===== src/rtl/nand_seq_pkg.sv =====
package nand_seq_pkg;

  typedef enum logic [1:0] {
    PH_IDLE   = 2'd0,
    PH_SETUP  = 2'd1,
    PH_ACTIVE = 2'd2,
    PH_HOLD   = 2'd3
  } phase_e;

  localparam logic [1:0] PORT_DATA = 2'd0;
  localparam logic [1:0] PORT_CMD  = 2'd1;
  localparam logic [1:0] PORT_ADDR = 2'd2;
  localparam logic [1:0] PORT_CTRL = 2'd3;

  localparam int TIME_W  = 3;
  localparam int LANES   = 4;

  // pick one byte lane out of a word
  function automatic logic [7:0] lane_of(input logic [31:0] w, input logic [1:0] idx);
    return w[{idx, 3'b000} +: 8];
  endfunction

  // control read image
  function automatic logic [31:0] ctrl_image(input logic [2:0] s, input logic [2:0] a,
                                             input logic [2:0] h, input logic ce_off,
                                             input logic rdy);
    return {15'd0, rdy, 3'd0, ce_off, 1'b0, h, 1'b0, a, 1'b0, s};
  endfunction

  // clocks in one byte cycle for the given fields
  function automatic int byte_clocks(input logic [2:0] s, input logic [2:0] a,
                                     input logic [2:0] h);
    return int'(s) + int'(a) + int'(h) + 3;
  endfunction

endpackage


===== src/rtl/nand_rb_sync.sv =====
module nand_rb_sync #(
  parameter int STAGES = 2
) (
  input  logic clk,
  input  logic rst_n,
  input  logic async_in,
  output logic sync_out
);
  logic [STAGES-1:0] chain_q;

  always_ff @(posedge clk or negedge rst_n) begin
    if (!rst_n) chain_q <= '0;
    else        chain_q <= {chain_q[STAGES-2:0], async_in};
  end

  assign sync_out = chain_q[STAGES-1];
endmodule


===== src/rtl/nand_cfg_regs.sv =====
module nand_cfg_regs #(
  parameter int EXT_VARIANT = 1
) (
  input  logic       clk,
  input  logic       rst_n,
  input  logic       wr_en,
  input  logic [2:0] setup_in,
  input  logic [2:0] act_in,
  input  logic [2:0] hold_in,
  input  logic       ce_off_in,
  input  logic       ecc_req_in,
  output logic [2:0] setup_m1,
  output logic [2:0] act_m1,
  output logic [2:0] hold_m1,
  output logic       ce_off,
  output logic       ecc_clr
);
  localparam int SETUP_W = (EXT_VARIANT != 0) ? 3 : 2;

  logic [SETUP_W-1:0] setup_q;
  logic [2:0]         act_q;
  logic [2:0]         hold_q;
  logic               ce_off_q;
  logic               ecc_q;

  always_ff @(posedge clk or negedge rst_n) begin
    if (!rst_n) begin
      setup_q  <= '1;
      act_q    <= '1;
      hold_q   <= '1;
      ce_off_q <= 1'b1;
      ecc_q    <= 1'b0;
    end else begin
      ecc_q <= wr_en && ecc_req_in;
      if (wr_en) begin
        setup_q  <= setup_in[SETUP_W-1:0];
        act_q    <= act_in;
        hold_q   <= hold_in;
        ce_off_q <= ce_off_in;
      end
    end
  end

  generate
    if (SETUP_W == 3) begin : g_setup_wide
      assign setup_m1 = setup_q;
    end else begin : g_setup_narrow
      assign setup_m1 = {1'b0, setup_q};
    end
  endgenerate

  assign act_m1  = act_q;
  assign hold_m1 = hold_q;
  assign ce_off  = ce_off_q;
  assign ecc_clr = ecc_q;
endmodule


===== src/rtl/nand_cycle_fsm.sv =====
module nand_cycle_fsm
  import nand_seq_pkg::*;
#(
  parameter int EXT_VARIANT = 1
) (
  input  logic        clk,
  input  logic        rst_n,
  input  logic        start,
  input  logic [1:0]  start_kind,
  input  logic        start_read,
  input  logic        start_wide,
  input  logic [31:0] start_wdata,
  input  logic [2:0]  setup_m1,
  input  logic [2:0]  act_m1,
  input  logic [2:0]  hold_m1,
  input  logic [7:0]  dq_in,
  output phase_e      phase,
  output logic [1:0]  kind,
  output logic        is_read,
  output logic [7:0]  cur_byte,
  output logic [31:0] rd_word,
  output logic        finish
);
  localparam bit WIDE_OK = (EXT_VARIANT != 0);
  localparam int IDX_W   = $clog2(LANES);

  phase_e             phase_q;
  logic [TIME_W-1:0]  cnt_q;
  logic [IDX_W-1:0]   idx_q;
  logic [IDX_W-1:0]   last_q;
  logic [1:0]         kind_q;
  logic               read_q;
  logic [31:0]        wbuf_q;
  logic [31:0]        rbuf_q;

  logic step_done;
  logic go_wide;

  assign step_done = (cnt_q == '0);
  assign go_wide   = WIDE_OK && start_wide && (start_kind == PORT_DATA);

  always_ff @(posedge clk or negedge rst_n) begin
    if (!rst_n) begin
      phase_q <= PH_IDLE;
      cnt_q   <= '0;
      idx_q   <= '0;
      last_q  <= '0;
      kind_q  <= PORT_DATA;
      read_q  <= 1'b0;
      wbuf_q  <= '0;
      rbuf_q  <= '0;
    end else begin
      unique case (phase_q)
        PH_IDLE: begin
          if (start) begin
            phase_q <= PH_SETUP;
            cnt_q   <= setup_m1;
            idx_q   <= '0;
            last_q  <= go_wide ? IDX_W'(LANES - 1) : '0;
            kind_q  <= start_kind;
            read_q  <= start_read && (start_kind == PORT_DATA);
            wbuf_q  <= start_wdata;
            rbuf_q  <= '0;
          end
        end
        PH_SETUP: begin
          if (step_done) begin
            phase_q <= PH_ACTIVE;
            cnt_q   <= act_m1;
          end else begin
            cnt_q <= cnt_q - 1'b1;
          end
        end
        PH_ACTIVE: begin
          if (step_done) begin
            phase_q <= PH_HOLD;
            cnt_q   <= hold_m1;
            if (read_q) rbuf_q[{idx_q, 3'b000} +: 8] <= dq_in;
          end else begin
            cnt_q <= cnt_q - 1'b1;
          end
        end
        PH_HOLD: begin
          if (step_done) begin
            if (idx_q == last_q) begin
              phase_q <= PH_IDLE;
            end else begin
              idx_q   <= idx_q + 1'b1;
              phase_q <= PH_SETUP;
              cnt_q   <= setup_m1;
            end
          end else begin
            cnt_q <= cnt_q - 1'b1;
          end
        end
        default: phase_q <= PH_IDLE;
      endcase
    end
  end

  assign phase    = phase_q;
  assign kind     = kind_q;
  assign is_read  = read_q;
  assign cur_byte = lane_of(wbuf_q, idx_q);
  assign rd_word  = rbuf_q;
  assign finish   = (phase_q == PH_HOLD) && step_done && (idx_q == last_q);
endmodule


===== src/rtl/nand_cycle_seq.sv =====
module nand_cycle_seq
  import nand_seq_pkg::*;
#(
  parameter int EXT_VARIANT = 1,
  parameter int SYNC_STAGES = 2
) (
  input  logic        clk,
  input  logic        rst_n,
  input  logic        host_valid,
  output logic        host_ready,
  input  logic [1:0]  host_sel,
  input  logic        host_we,
  input  logic        host_wide,
  input  logic [31:0] host_wdata,
  output logic        host_rvalid,
  output logic [31:0] host_rdata,
  output logic        ecc_clr,
  output logic        nand_ce_n,
  output logic        nand_cle,
  output logic        nand_ale,
  output logic        nand_we_n,
  output logic        nand_re_n,
  output logic [7:0]  nand_dq_out,
  output logic        nand_dq_oe,
  input  logic [7:0]  nand_dq_in,
  input  logic        nand_rb
);
  // named internal events
  logic        accept;
  logic        ctrl_acc;
  logic        cyc_start;
  logic        rb_status;
  logic [2:0]  cfg_setup;
  logic [2:0]  cfg_act;
  logic [2:0]  cfg_hold;
  logic        cfg_ce_off;
  phase_e      phase;
  logic [1:0]  kind;
  logic        is_read;
  logic [7:0]  cur_byte;
  logic [31:0] rd_word;
  logic        finish;
  logic        strobe_on;
  logic        in_cycle;
  logic        rvalid_q;
  logic [31:0] rdata_q;

  assign host_ready = (phase == PH_IDLE);
  assign accept     = host_valid && host_ready;
  assign ctrl_acc   = accept && (host_sel == PORT_CTRL);
  assign cyc_start  = accept && (host_sel != PORT_CTRL);

  nand_rb_sync #(.STAGES(SYNC_STAGES)) u_sync (
    .clk      (clk),
    .rst_n    (rst_n),
    .async_in (nand_rb),
    .sync_out (rb_status)
  );

  nand_cfg_regs #(.EXT_VARIANT(EXT_VARIANT)) u_cfg (
    .clk        (clk),
    .rst_n      (rst_n),
    .wr_en      (ctrl_acc && host_we),
    .setup_in   (host_wdata[2:0]),
    .act_in     (host_wdata[6:4]),
    .hold_in    (host_wdata[10:8]),
    .ce_off_in  (host_wdata[12]),
    .ecc_req_in (host_wdata[13]),
    .setup_m1   (cfg_setup),
    .act_m1     (cfg_act),
    .hold_m1    (cfg_hold),
    .ce_off     (cfg_ce_off),
    .ecc_clr    (ecc_clr)
  );

  nand_cycle_fsm #(.EXT_VARIANT(EXT_VARIANT)) u_fsm (
    .clk         (clk),
    .rst_n       (rst_n),
    .start       (cyc_start),
    .start_kind  (host_sel),
    .start_read  (!host_we),
    .start_wide  (host_wide),
    .start_wdata (host_wdata),
    .setup_m1    (cfg_setup),
    .act_m1      (cfg_act),
    .hold_m1     (cfg_hold),
    .dq_in       (nand_dq_in),
    .phase       (phase),
    .kind        (kind),
    .is_read     (is_read),
    .cur_byte    (cur_byte),
    .rd_word     (rd_word),
    .finish      (finish)
  );

  always_ff @(posedge clk or negedge rst_n) begin
    if (!rst_n) begin
      rvalid_q <= 1'b0;
      rdata_q  <= '0;
    end else begin
      rvalid_q <= (ctrl_acc && !host_we) || (finish && is_read);
      if (ctrl_acc && !host_we)
        rdata_q <= ctrl_image(cfg_setup, cfg_act, cfg_hold, cfg_ce_off, rb_status);
      else if (finish && is_read)
        rdata_q <= rd_word;
    end
  end

  assign host_rvalid = rvalid_q;
  assign host_rdata  = rdata_q;

  assign in_cycle    = (phase != PH_IDLE);
  assign strobe_on   = (phase == PH_ACTIVE);
  assign nand_ce_n   = cfg_ce_off;
  assign nand_cle    = in_cycle && (kind == PORT_CMD);
  assign nand_ale    = in_cycle && (kind == PORT_ADDR);
  assign nand_we_n   = !(strobe_on && !is_read);
  assign nand_re_n   = !(strobe_on && is_read);
  assign nand_dq_oe  = in_cycle && !is_read;
  assign nand_dq_out = cur_byte;
endmodule


===== config.mk =====
export PLATFORM = sky130hd
export DESIGN_NAME = nand_cycle_seq
export DESIGN_NICKNAME = d
export VERILOG_FILES = /design/src/rtl/nand_seq_pkg.sv /design/src/rtl/nand_rb_sync.sv /design/src/rtl/nand_cfg_regs.sv /design/src/rtl/nand_cycle_fsm.sv /design/src/rtl/nand_cycle_seq.sv
export SDC_FILE = /design/constraint.sdc
export NUM_CORES = 1
export LEC_CHECK = 0
export ABC_CLOCK_PERIOD_IN_PS = 2880
export BUFFER_PORTS_ARGS = -buffer_cell sky130_fd_sc_hd__buf_2
export CAP_MARGIN = 30
export CORE_ASPECT_RATIO = 0.75
export CORE_UTILIZATION = 56
export CTS_CLUSTER_DIAMETER = 200
export DETAILED_ROUTE_END_ITERATION = 7
export PLACE_DENSITY = 0.88
export SLEW_MARGIN = 10
export SYNTH_ARGS = -nofsm -noshare
export SYNTH_HDL_FRONTEND = slang
export SYNTH_SLANG_ARGS = --single-unit

===== constraint.sdc =====
create_clock -name clk -period 2.88 [get_ports clk]
set_clock_uncertainty 0.05 [all_clocks]
set_input_delay 0.576 -clock clk [delete_from_list [all_inputs] [get_ports clk]]
set_output_delay 0.576 -clock clk [all_outputs]
set_load 0.05 [all_outputs]

### Word level (Yosys, flattened, before mapping)

Index checks and enable logic that the tools add are counted.

* flip-flop bits (word level): 122
* output and inout bits: 49
* word-level logic and storage cells: 94

* add/subtract/negate cells: 3
* eq/ne operators: 15
* shifts and indexed selects: 3
* muxes and demuxes: 24
* reduce and logical (&&, ||, !) cells: 33

Operator list (number)
* two-way mux 32 bit: 5
* one-hot mux 32 bit (2 select lines): 1
* bitwise mux 32 bit: 1
* variable shift 8 x 7 -> 32 bit (first input constant): 1
* variable part select 32 x 6 -> 8 bit: 1
* variable part select 8 x 7 -> 32 bit: 1
* logical AND 1 bit: 16
* two-way mux 2 bit: 8
* two-way mux 3 bit: 5
* one-hot mux 3 bit (4 select lines): 1
* AND reduction 4 bit: 3
* != test 2 x 1 -> 1 bit (second input constant): 5
* equality test 2 bit (second input constant): 4
* one-hot mux 2 bit (4 select lines): 1
* nonzero test 2 bit: 4
* negation 5 -> 7 bit: 1
* equality test 2 x 1 -> 1 bit (second input constant): 2
* zero test 1 bit: 4
* zero test 2 bit: 2
* != test 2 bit (second input constant): 2
* one-hot mux 2 bit (2 select lines): 1
* AND reduction 2 bit: 2
* zero test 3 bit: 1
* != test 3 bit (second input constant): 1
* other kinds (5): 5

### Depth between registers and ports, before layout

* word-level depth: 6
* mapped depth: 8
* mapped depth without buffers: 6

### Modules after synthesis

Synthesis repeated with hierarchy kept, for this count alone.

* cell total of the unflattened synthesis: 462
* area total of the unflattened synthesis: 5562.8 sq um

By module, submodules not included
* nand_cycle_fsm: times used 1, cells an instance 296, area each 3538.4 sq um, seq. area each 1876.8 sq um
* nand_cycle_seq: times used 1, cells an instance 141, area each 1521.5 sq um, seq. area each 825.8 sq um
* nand_cfg_regs: times used 1, cells an instance 23, area each 452.9 sq um, seq. area each 287.8 sq um
* nand_rb_sync: times used 1, cells an instance 2, area each 50.0 sq um, seq. area each 50.0 sq um

### Worst setup path after synthesis

OpenSTA, ideal clock, no wires.

* path kind: register to output
* from: register u_fsm.phase_q[0] (netlist: u_fsm.phase[0])
* to: output nand_ale
* arrival: 2.241 ns
* data required time: 2.254 ns
* slack: 0.013 ns
* cell stages (with the launch flop): 5
* path through: dfrtp_1 > inv_1 > ha_1 > buf_2 > nor3b_1

* longest elaborated chain between the ends: 2

Ends and longest elaborated chain
* start, declared: line nand_cycle_fsm.sv:27 `phase_e phase_q;`
* start signal, assigned: line nand_cycle_fsm.sv:44 `phase_q <= PH_IDLE;`
* start signal, assigned: line nand_cycle_fsm.sv:56 `phase_q <= PH_SETUP;`
* start signal, assigned: line nand_cycle_fsm.sv:68 `phase_q <= PH_ACTIVE;`
* nonzero test 2 bit: line nand_cycle_seq.sv:112 `assign in_cycle = (phase != PH_IDLE);`
* logical AND 1 bit: line nand_cycle_seq.sv:116 `assign nand_ale = in_cycle && (kind == PORT_ADDR);`
* end, declared: line nand_cycle_seq.sv:20 `output logic nand_ale,`

No other way between the ends.

### Worst setup path after layout

* from: register u_fsm.idx_q[0]
* to: output nand_dq_out[2]

* longest elaborated chain between the ends: 1

Ends and longest elaborated chain
* start, declared: line nand_cycle_fsm.sv:29 `logic [IDX_W-1:0] idx_q;`
* start signal, assigned: line nand_cycle_fsm.sv:88 `idx_q <= idx_q + 1'b1;`
* variable part select 32 x 6 -> 8 bit: line nand_seq_pkg.sv:20 `return w[{idx, 3'b000} +: 8];`
* end, declared: line nand_cycle_seq.sv:23 `output logic [7:0] nand_dq_out,`

No other way between the ends.

==> results.toml <==
[run_status]
status = "completed"

[detailed_routing]
ant_nets = 0
wl_per_cell_microns = 20.3
avgViaCountPerCell = 5.99
drt-initial-drc-count = 259
dr.pass1.iters = 5
drc = 0
wirelength_microns = 13300
num_vias = 3922

[worst_setup_path]
path_class = "flop to primary output"
rr_worst_depth = 6
worstPathRequired_ns = 2.25
r2r_setup_slack_ns = 0.36
start_kind = "flop"
crit_fanout = 11
timing.critical_path.to = "nand_dq_out[2]"
r2r-end = "u_fsm.rd_word[0]"
crit_start = "u_fsm.idx_q[0]"
cp.arrival_ns = 2.04
critical_path.endpoint_type = "primary output"
reg2reg_from = "u_fsm.phase[0]"

[global_routing]
grt_util_all_layers_pct = 28.5
grt_pass1_wl_microns = 21200
grt_antenna_before_repair = 0
grt_overflow = 0
grt_max_degree = 63
grt_pass1_vias = 4064

[placement]
gp_congestion = 0.866
dp_hpwl_microns = 8450
place_inst = 623
portBuffers = 96
place_area_sq_um = 6050

[clock_network]
ctsHoldBuffers = 0
numCtsBuffers = 17
cts_root_buffer = "clkbuf_16"
cts_buffer_depth = 2
postCtsSetupRepairBufs = 0
htree_levels = 4
worstSkewPairLatency_ns = 0.41
cts.sinks = 121
cts_resized = 0
clkTransAtPathRegs_ns = 0.06
tritoncts = "yes"

[synth]
synth.cell_area_sq_um = 5400
synth_cells = 407
syn_avg_cell_area_sq_um = 13.3
ys_types = 48
synth_nets = 467
ys.flop_type = "dfrtp_1"
synth-seq-cells = 121
synth-edff-count = 0
async_flop_share_pct = 100
ys_seq_area_share_pct = 56.3
ys_warn_count = 0

[timing]
setup_viol = 0
hold_viol_final = 0
post-route-min-period_ns = 2.67
drv_slew = 0
fmax_ghz = 0.375
tns_ns = 0
fin_crit_sh_pct = 92.6
tightest_slew_ns = 0.731
relSlewSlack_pct = 51.0
rsz0062_at_grt = "no"

[layout]
final_util_pct = 72.5
diodes = 0
stdcell_area_sq_um = 6670
layout-drive-gt1-share_pct = 43.6
layout.cells.non_filler = 655
num-nets-final = 574
final_cell_mix = "dfrtp_1, buf_2, mux2_2, a22o_1, nand2_1"
area_delta_synth_final_pct = 23.4
layout_commonest_cell = "dfrtp_1"

[floorplanning]
core.rowCount = 30
die_y_microns = 87.1
die_w_microns = 115
floorplan.initialDensity_pct = 58.7
core-area_sq_um = 9200
die-area_sq_um = 10000
ios = 97

[run]
maxCapViolCount = 0

[power_and_ir_drop]
leakagePower_uw = 0.00327
power.total_uw = 7240
vdd_ir_drop_max_uv = 618
power_density_nw_per_um2 = 1090

[min_path]
hp-class = "input port to asynchronous set/reset pin"
[worst min-delay path by stage]
stage,to,startpoint,cells past startpoint
after floorplan,host_rdata[0],rst_n,0
after global placement,u_sync.chain_q[1],u_sync.chain_q[0],0
after detailed placement,u_sync.chain_q[1],u_sync.chain_q[0],0
after CTS,u_fsm.wbuf_q[23],rst_n,1
after global routing,u_fsm.wbuf_q[23],rst_n,1
final,u_fsm.wbuf_q[23],rst_n,1
[worst max-delay path: stages, from the launching register on]
cell     delay (ns)
dfrtp_1        0.56
buf_4          0.30
mux4_2         0.53
buf_2          0.23
[layout make-up]
type,instances,area (sq um)
flip-flops and latches,121,3040
fillers,513,2530
multi-input cells,249,2200
repair buffers,107,591
clock buffers,17,425
clock inverters,15,189
well taps,128,160
inverters,18,67.6
[where the power goes]
part	total, uW	internal, uW	switching, uW	leakage (uW)
Combinational	2510	961	1550	0.00140
Clock	2200	1380	823	0.000301
Sequential	2530	2190	336	0.00157
Total	7240	4530	2710	0.00327
[Yosys cell counts, drive strengths merged, types with 2 or more instances]
| cell type | number | share of area [%] |
|---|---|---|
| buf | 13 | 1.4 |
| dfrtp | 111 | 51 |
| nor2 | 12 | 0.83 |
| o221ai | 2 | 0.32 |
| o21ai | 21 | 1.9 |
| o31ai | 9 | 1.3 |
| mux2 | 66 | 14 |
| a22o | 40 | 6.5 |
| clkbuf | 6 | 0.42 |
| o21bai | 2 | 0.28 |
| a21oi | 3 | 0.49 |
| o22a | 2 | 0.32 |
| nand2 | 33 | 2.3 |
| nor2b | 2 | 0.23 |
| nor4 | 3 | 0.90 |
| and3 | 2 | 0.23 |
| nor3 | 6 | 0.65 |
| ha | 12 | 2.8 |
| nor3b | 2 | 0.28 |
| mux4 | 8 | 3.3 |
| inv | 18 | 1.3 |
| mux2i | 2 | 0.37 |
| dfstp | 10 | 4.9 |
| o22ai | 2 | 0.23 |
| nand2b | 5 | 0.58 |
[registers in the layout (all words and copies together) (netlist names)]
signal and cells:
u_fsm.idx_q 2, u_fsm.cnt_q 3, host_rdata 32, u_fsm.phase 2, u_fsm.kind 2, host_rvalid 1
u_sync.chain_q 2, u_fsm.is_read 1, u_cfg.hold_m1 3, u_fsm.rd_word 32, u_cfg.ecc_clr 1, u_cfg.act_m1 3
u_fsm.last_q 1, u_cfg.setup_m1 3, u_cfg.ce_off 1, u_fsm.wbuf_q 32
[logic make-up (layout without fill, tap and decap cells)]
group / count (synthesis) / count (layout) / synth area share [%]
flops: 121 / 121 / 56.3
compound gates: 91 / 91 / 13.1
mux: 76 / 76 / 18.0
simple gates: 70 / 70 / 6.74
buf+inv: 37 / 157 / 3.08
fa+ha+maj: 12 / 12 / 2.78
[metal layers]
| metal | GRT usage, % | part of all wire (%) | up-vias |
|---|---|---|---|
| met4 | 12.0 | 2.5 | 0 |
| met2 | 44.4 | 48 | 184 |
| li1 | - | - | 1713 |
| met3 | 6.89 | 6.4 | 32 |
| met5 | 0 | 0 | - |
| met1 | 38.4 | 43 | 1993 |
[through the flow]
| step | hold WS (ns) | setup slack, ns |
|---|---|---|
| after detailed placement | 0.299 | 0.443 |
| after global placement | 0.281 | 0.644 |
| after global routing | 0.130 | 0.138 |
| final | 0.0938 | 0.213 |
| after CTS | 0.104 | 0.209 |
| after floorplan | 0.230 | 0.0134 |
No activity file was read; power rests on OpenSTA's default activity.
